<file path="src/rtl/ta_pair_pkg.sv">
package ta_pair_pkg;

    localparam int TA_COUNT = 2;

    typedef enum logic [1:0] {
        LOC_WAIT  = 2'b01,
        LOC_HOLD  = 2'b10,
        LOC_FAULT = 2'b11
    } ta_loc_e;

    typedef struct packed {
        ta_loc_e loc;
        logic    capture;
    } ta_step_t;

    // One evaluation of the automaton's location logic.
    function automatic ta_step_t ta_step(
        input ta_loc_e cur,
        input logic    eval,
        input logic    ack,
        input logic    at_guard
    );
        ta_step_t s;
        s.loc     = cur;
        s.capture = 1'b0;
        if (eval) begin
            case (cur)
                LOC_WAIT: begin
                    if (ack) begin
                        s.loc     = LOC_HOLD;
                        s.capture = 1'b1;
                    end
                end
                LOC_HOLD: begin
                    if (at_guard) s.loc = LOC_WAIT;
                end
                LOC_FAULT: s.loc = LOC_FAULT;
                default:   s.loc = LOC_FAULT;
            endcase
        end
        return s;
    endfunction

endpackage

</file>
<file path="src/rtl/ta_tick_gen.sv">
module ta_tick_gen #(
    parameter int TIME_W     = 16,
    parameter int SUB_CYCLES = 4
) (
    input  logic              clk,
    input  logic              rst,
    output logic              tick_o,
    output logic              eval_o,
    output logic [TIME_W-1:0] now_o
);
    localparam int SUB_W = (SUB_CYCLES > 1) ? $clog2(SUB_CYCLES) : 1;
    localparam logic [SUB_W-1:0] SUB_LAST = SUB_W'(SUB_CYCLES - 1);

    logic [SUB_W-1:0]  sub_q;
    logic [TIME_W-1:0] now_q;
    logic              last_sub;

    assign last_sub = (sub_q == SUB_LAST);

    always_ff @(posedge clk) begin
        if (rst) begin
            sub_q <= '0;
            now_q <= '0;
        end else if (last_sub) begin
            sub_q <= '0;
            now_q <= now_q + TIME_W'(1);
        end else begin
            sub_q <= sub_q + SUB_W'(1);
        end
    end

    assign tick_o = last_sub;
    assign eval_o = !last_sub;
    assign now_o  = now_q;
endmodule

</file>
<file path="src/rtl/ta_sync_channel.sv">
module ta_sync_channel #(
    parameter int PARTIES = 2
) (
    input  logic               clk,
    input  logic               rst,
    input  logic [PARTIES-1:0] req_i,
    output logic               ack_o
);
    logic ack_q;

    always_ff @(posedge clk) begin
        if (rst) ack_q <= 1'b0;
        else     ack_q <= &req_i;
    end

    assign ack_o = ack_q;
endmodule

</file>
<file path="src/rtl/ta_automaton.sv">
module ta_automaton
    import ta_pair_pkg::*;
#(
    parameter int TIME_W = 16,
    parameter int GUARD  = 2
) (
    input  logic              clk,
    input  logic              rst,
    input  logic              eval_i,
    input  logic              ack_i,
    input  logic [TIME_W-1:0] now_i,
    output logic [1:0]        loc_o,
    output logic              req_o,
    output logic [TIME_W-1:0] clkval_o
);
    localparam logic [TIME_W-1:0] GUARD_V = TIME_W'(GUARD);

    ta_loc_e           loc_q;
    logic [TIME_W-1:0] cap_q;
    logic [TIME_W-1:0] elapsed;
    logic              at_guard;
    ta_step_t          nxt;

    assign elapsed  = now_i - cap_q;
    assign at_guard = (elapsed == GUARD_V);

    always_comb begin
        nxt = ta_step(loc_q, eval_i, ack_i, at_guard);
    end

    always_ff @(posedge clk) begin
        if (rst) begin
            loc_q <= LOC_WAIT;
            cap_q <= '0;
        end else begin
            loc_q <= nxt.loc;
            if (nxt.capture) cap_q <= now_i;
        end
    end

    assign req_o    = (loc_q == LOC_WAIT) && !ack_i;
    assign loc_o    = loc_q;
    assign clkval_o = elapsed;
endmodule

</file>
<file path="src/rtl/ta_pair_core.sv">
module ta_pair_core
    import ta_pair_pkg::*;
#(
    parameter int TIME_W     = 16,
    parameter int SUB_CYCLES = 4,
    parameter int GUARD_A    = 2,
    parameter int GUARD_B    = 2
) (
    input  logic              clk,
    input  logic              rst,
    output logic              tick_o,
    output logic [TIME_W-1:0] now_time_o,
    output logic              chan_ack_o,
    output logic              req_a_o,
    output logic              req_b_o,
    output logic [1:0]        loc_a_o,
    output logic [1:0]        loc_b_o,
    output logic [TIME_W-1:0] clkval_a_o,
    output logic [TIME_W-1:0] clkval_b_o
);
    logic              tick;
    logic              eval;
    logic [TIME_W-1:0] now_time;
    logic              chan_ack;
    logic [TA_COUNT-1:0] req_v;
    logic [1:0]        loc_w    [TA_COUNT];
    logic [TIME_W-1:0] clkval_w [TA_COUNT];

    ta_tick_gen #(
        .TIME_W    (TIME_W),
        .SUB_CYCLES(SUB_CYCLES)
    ) tick_i (
        .clk   (clk),
        .rst   (rst),
        .tick_o(tick),
        .eval_o(eval),
        .now_o (now_time)
    );

    ta_sync_channel #(
        .PARTIES(TA_COUNT)
    ) chan_i (
        .clk  (clk),
        .rst  (rst),
        .req_i(req_v),
        .ack_o(chan_ack)
    );

    for (genvar i = 0; i < TA_COUNT; i++) begin : g_ta
        localparam int G = (i == 0) ? GUARD_A : GUARD_B;
        logic req_w;

        ta_automaton #(
            .TIME_W(TIME_W),
            .GUARD (G)
        ) ta_i (
            .clk     (clk),
            .rst     (rst),
            .eval_i  (eval),
            .ack_i   (chan_ack),
            .now_i   (now_time),
            .loc_o   (loc_w[i]),
            .req_o   (req_w),
            .clkval_o(clkval_w[i])
        );

        assign req_v[i] = req_w;
    end

    assign tick_o     = tick;
    assign now_time_o = now_time;
    assign chan_ack_o = chan_ack;
    assign req_a_o    = req_v[0];
    assign req_b_o    = req_v[1];
    assign loc_a_o    = loc_w[0];
    assign loc_b_o    = loc_w[1];
    assign clkval_a_o = clkval_w[0];
    assign clkval_b_o = clkval_w[1];
endmodule

</file>
<file path="config.mk">
export PLATFORM = sky130hd
export DESIGN_NAME = ta_pair_core
export DESIGN_NICKNAME = d
export VERILOG_FILES = /design/src/rtl/ta_pair_pkg.sv /design/src/rtl/ta_tick_gen.sv /design/src/rtl/ta_sync_channel.sv /design/src/rtl/ta_automaton.sv /design/src/rtl/ta_pair_core.sv
export SDC_FILE = /design/constraint.sdc
export NUM_CORES = 1
export LEC_CHECK = 0
export BUFFER_PORTS_ARGS = -buffer_cell sky130_fd_sc_hd__buf_2
export CAP_MARGIN = 20
export CORE_ASPECT_RATIO = 0.9
export CORE_UTILIZATION = 34
export CTS_CLUSTER_SIZE = 30
export DETAILED_ROUTE_END_ITERATION = 8
export PLACE_DENSITY_LB_ADDON = 0.05
export SYNTH_ARGS = -nofsm -noshare
export SYNTH_HDL_FRONTEND = slang
export SYNTH_HIERARCHICAL = 1
export SYNTH_SLANG_ARGS = --single-unit
</file>
<file path="constraint.sdc">
create_clock -name clk -period 3.8 [get_ports clk]
set_input_delay 0.57 -clock clk [delete_from_list [all_inputs] [get_ports clk]]
set_output_delay 0.57 -clock clk [all_outputs]
set_load 0.01 [all_outputs]
</file>
# Word level (Yosys, flattened, before mapping)
# Index checks and enable logic that the tools add are counted.
[totals]
register_bits = 55
out_inout_bits = 56
input_bits = 2
[op_classes]
addsub = 4
eq_ne = 11
n_bitwise = 1
muxes = 9
n_reduce_logical = 7
[ops]
columns = ["cell", "n"]
rows = [
  ["$eq 16x2->1 const B", 2],
  ["$sub 16x16->16", 2],
  ["$add 16x1->16 const B", 1],
  ["$pmux 2 s2", 2],
  ["$eq 2x2->1 const B", 3],
  ["$reduce_and 3->1", 2],
  ["$eq 2x1->1 const B", 2],
  ["$mux 1", 4],
  ["$mux 2", 2],
  ["$ne 2x1->1 const B", 2],
  ["$ne 2x2->1 const B", 2],
  ["$mux 3", 1],
  ["$add 2x1->2 const B", 1],
  ["$logic_and 1x1->1", 2],
  ["$reduce_and 2->1", 1],
  ["$reduce_or 2->1", 1],
  ["$logic_not 1->1", 1],
  ["$not 1->1", 1],
]

# Longest topological paths before layout
[logic_depth]
word_depth = 4
mapped_depth = 11

# Hierarchy
# The synthesis kept the hierarchy.
[modules_own_cells]
columns = ["module", "seq_area_each_um2", "n_inst", "cells_per_inst", "area_each_um2"]
rows = [
  ["ta_automaton", 360.3, 2, 214, 1556.5],
  ["ta_tick_gen", 360.3, 1, 90, 807.0],
  ["ta_sync_channel", 20.0, 1, 2, 28.8],
]

# Least setup slack after synthesis
# Ideal clock, no wire load.
[synth_path]
path_type = "register to register"
startpoint = "register tick_i.now_q[0], in the netlist tick_i/now_o[0]"
endpoint = "register g_ta[0].ta_i.loc_q[1]"
n_path_buf = 0
stages_incl_launch_ff = 12
t_arrival_ns = 2.891
synth_period_minus_slack_ns = 3.006
slack_ns = 0.794
path_cell_list = "dfxtp_1 -> inv_1 -> ha_1 -> fa_1 -> nor2b_1 -> o2111ai_1 -> a21boi_0 -> or4b_2 -> nand3_1 -> or4bb_1 -> a2111o_1 -> o21a_1"
[synth_via]
elab_chain_len = 4
[synth_lines]
columns = ["element", "line_no", "source"]
rows = [
  ["start, declared", "ta_tick_gen.sv:15", "logic [TIME_W-1:0] now_q;"],
  ["start signal, assigned", "ta_tick_gen.sv:26", "now_q <= now_q + TIME_W'(1);"],
  ["$sub 16x16->16", "ta_automaton.sv:24", "assign elapsed = now_i - cap_q;"],
  ["net clkval_a_o[8]", "ta_pair_core.sv:18", "output logic [TIME_W-1:0] clkval_a_o,"],
  ["$eq 16x2->1", "ta_automaton.sv:25", "assign at_guard = (elapsed == GUARD_V);"],
  ["$ne 2x1->1 (no source line)", "n/a", ""],
  ["$reduce_and 3->1 (no source line)", "n/a", ""],
  ["end signal, assigned", "ta_automaton.sv:36", "loc_q <= nxt.loc;"],
  ["end, declared", "ta_automaton.sv:18", "ta_loc_e loc_q;"],
]
# The timed path passes the listed nets, and every way through them passes these cells.
# A chain may end at the register's enable or synchronous reset.

# Worst setup path after layout
[layout_path]
startpoint = "register tick_i.now_q[6], in the netlist tick_i/now_o[6]"
endpoint = "output port clkval_a_o[15]"
[layout_via]
elab_chain_len = 1
[layout_lines]
columns = ["element", "line_no"]
rows = [
  ["$sub 16x16->16", "ta_automaton.sv:24"],
  ["end, declared", "ta_pair_core.sv:18"],
]
# No other way between the ends.

==> results.py <==
metrics = {
    "power": {
        "powerDensity_mw_per_mm2": 337,
        "p_comb_share_pct": 20.2,
        "p_sw_share_pct": 29.8,
        "finalPower_mw": 1.54,
        "p_leak_nw": 2.00,
        "clkPwrFrac_pct": 38.8,
        "ir_drop_v": 0.000241,
        "intPower_mw": 1.08,
        "power_switching_mw": 0.458,
        "seqPwrFrac_pct": 41.0,
    },
    "critical_path": {
        "crit_type": "flip-flop to output port",
        "endpoint_kind": "output port",
        "cp.required_ns": 3.23,
        "critPathLaunch": "tick_i/now_o[6]$_SDFFE_PP0P_",
        "cp_max_fo": 10,
        "critPathLaunchType": "flip-flop",
        "cp.arrival_ns": 2.90,
        "reg2reg_from": "tick_i/now_o[0]$_SDFFE_PP0P_",
    },
    "yosys": {
        "yosysUniqueCellTypes": 53,
        "syn_nets": 558,
        "ys.flop_type": "dfxtp_1",
        "synth.avg_cell_area_um2": 7.59,
        "netlist_area_mm2": 0.00395,
        "synth_seq_cells": 55,
        "synthCells": 520,
        "synth_warnings": 6,
        "synth_edf_count": 0,
        "synth-async-reset-ratio_pct": 0,
        "synth-seq-area-share_pct": 27.9,
    },
    "placed_design": {
        "pre_cts_slack_ns": 0.520,
        "io_buffers": 57,
        "dpl.hpwl_um": 7860,
        "place_congestion": 0.792,
    },
    "timing": {
        "min_period_over_period_pct": 91.4,
        "setup_viol": 0,
        "fin_worst_skew_ns": 0.00415,
        "finalHoldViolCount": 0,
        "tns_ns": 0,
        "period_needed_ns": 3.47,
        "rsz0062_at_grt": "no",
        "timing.final.ws_setup_ns": 0.328,
        "worst_slew_pin_slew_ns": 0.730,
        "fmax_mhz": 288,
        "slew_headroom_pct": 51.2,
        "maxSlewViolCount": 0,
    },
    "global_routing": {
        "overflow": 0,
        "grt_pass1_vias": 3432,
        "grt_usage_pct": 17.8,
        "antenna_found_initial": 0,
        "grt_pass1_wl_um": 17200,
        "grt_start_max_net_pins": 34,
    },
    "clock_network": {
        "post_cts_buffers": 0,
        "cts_tree": "built",
        "cts_buffers": 5,
        "clk_pin_slew_worst_paths_ns": 0.07,
        "holdBufCountCts": 0,
        "insertion_delay_ns": 0.30,
        "clockBufferDepth": 2,
        "root_buffer": "clkbuf_16",
        "cts_sinks": 55,
        "h-tree-depth": 2,
    },
    "detailed_routing": {
        "firstDrtPassIters": 4,
        "antenna_left": 0,
        "post_drt_wl_per_cell_um": 14.0,
        "drc": 0,
        "vias": 3667,
        "drt-initial-drc-count": 207,
        "routed_wl_um": 10100,
        "avgViaCountPerCell": 5.07,
    },
    "status": {
        "outcome": "completed",
    },
    "die": {
        "die_x_um": 116,
        "dieArea_mm2": 0.0121,
        "rows": 36,
        "start_util_pct": 35.6,
        "die_h_um": 104,
        "design.core.area_mm2": 0.0111,
        "io_pins": 58,
    },
    "min_path": {
        "min_path_type": "flip-flop to flip-flop",
        "holdCritStartpoint": "tick_i/sub_q[0]$_SDFF_PP0_",
    },
    "finish": {
        "finish.utilization_pct": 41.2,
        "n_fill_cell": 1213,
        "diodes": 0,
        "syn2layout_area_growth_pct": 15.7,
        "nets": 608,
        "drive_gt1_share_pct": 15.8,
        "final_common_cell": "nand2_1",
        "layout_common_cells": "nand2_1 (79), buf_2 (57), dfxtp_1 (54)",
    },
    "flow_run": {
        "drv_cap": 0,
    },
}
[per-stage QoR]
stage	area, um^2	hold slack [ns]	instances
after global placement	4380	0.412	715
after detailed placement	4380	0.420	715
after CTS	4570	0.431	723
after global routing	4570	0.446	723
after floorplan	3950	0.404	520
final	4570	0.435	723
[worst paths after layout]
check                                  endpoint  slack, ns  cells past startpoint
max                              clkval_a_o[15]       0.33                      9
min                  tick_i/sub_q[0]$_SDFF_PP0_       0.43                      1
max reg2reg  g_ta[0].ta_i/loc_o[1]$_SDFFE_PP0P_       0.48                     11
min reg2reg          tick_i/sub_q[0]$_SDFF_PP0_       0.43                      1
[sequential cells by signal, summed over array words and instances (netlist names)]
register         cells
g_ta.ta_i/cap_q     32
tick_i/now_o        16
g_ta.ta_i/loc_o      4
tick_i/sub_q         2
chan_i/ack_o         1
[cell families (layout without fill, tap and decap cells)]
group | Yosys count | after routing | synth area share [%]
multiplexers | 6 | 6 | 1.62
adder cells (fa/ha/maj) | 36 | 36 | 11.8
buffers and inverters | 69 | 120 | 6.94
AO/OA/AOI/OAI | 116 | 116 | 18.8
XOR/XNOR | 32 | 32 | 7.10
AND/OR/NAND/NOR | 206 | 206 | 25.9
flip-flops | 55 | 55 | 27.9
[worst max-delay path, stage by stage (launching register included)]
cell and delay (ns):
dfxtp_2 0.38, ha_1 0.38, a21o_1 0.24, or3_4 0.34, o211a_1 0.26, o21ai_1 0.22
a21oi_1 0.11, or3_1 0.33, and2_2 0.20, buf_2 0.13
[power by group through the flow]
stage | Combinational, mW | Clock [mW] | Sequential, mW
after global placement | 0.314 | 0 | 0.643
after CTS | 0.316 | 0.617 | 0.631
final | 0.310 | 0.597 | 0.631
after global routing | 0.356 | 0.642 | 0.637
after detailed placement | 0.315 | 0 | 0.645
after floorplan | 0.210 | 0 | 0.646
[what timing repair did]
action,4_1_cts,5_1_grt
setup endpoints to repair,0,1
endpoints found under the hold margin,0,0
gates resized for setup,0,1
[cell usage after synthesis (all sizes together), types with 10 or more instances]
master | n | area share, %
inv | 50 | 4.8
nand2 | 79 | 7.5
clkbuf | 14 | 1.3
xnor2 | 18 | 4.0
o21ai | 15 | 1.9
a21oi | 52 | 6.6
nor2b | 13 | 2.1
xor2 | 14 | 3.1
nand3 | 13 | 1.6
nor2 | 43 | 4.2
dfxtp | 55 | 28
ha | 34 | 11
o21a | 10 | 1.9
[cell type report]
cell class | count | area (um^2) | share of cell area (%)
multi-input cells | 396 | 2570 | 56.3
clock inverters | 3 | 67.6 | 1.48
repair buffers | 62 | 323 | 7.06
flip-flops and latches | 55 | 1100 | 24.1
well taps | 152 | 190 | 4.16
clock buffers | 5 | 125 | 2.74
inverters | 50 | 188 | 4.11
[per-layer routing]
metal	track usage [%]	up-vias	part of all wire [%]
met1	25.9	1709	51
met3	3.03	7	3.6
met4	2.78	0	0.56
met2	27.5	65	44
met5	0	-	0
li1	-	1886	-
(Power assumes the default switching activity.)
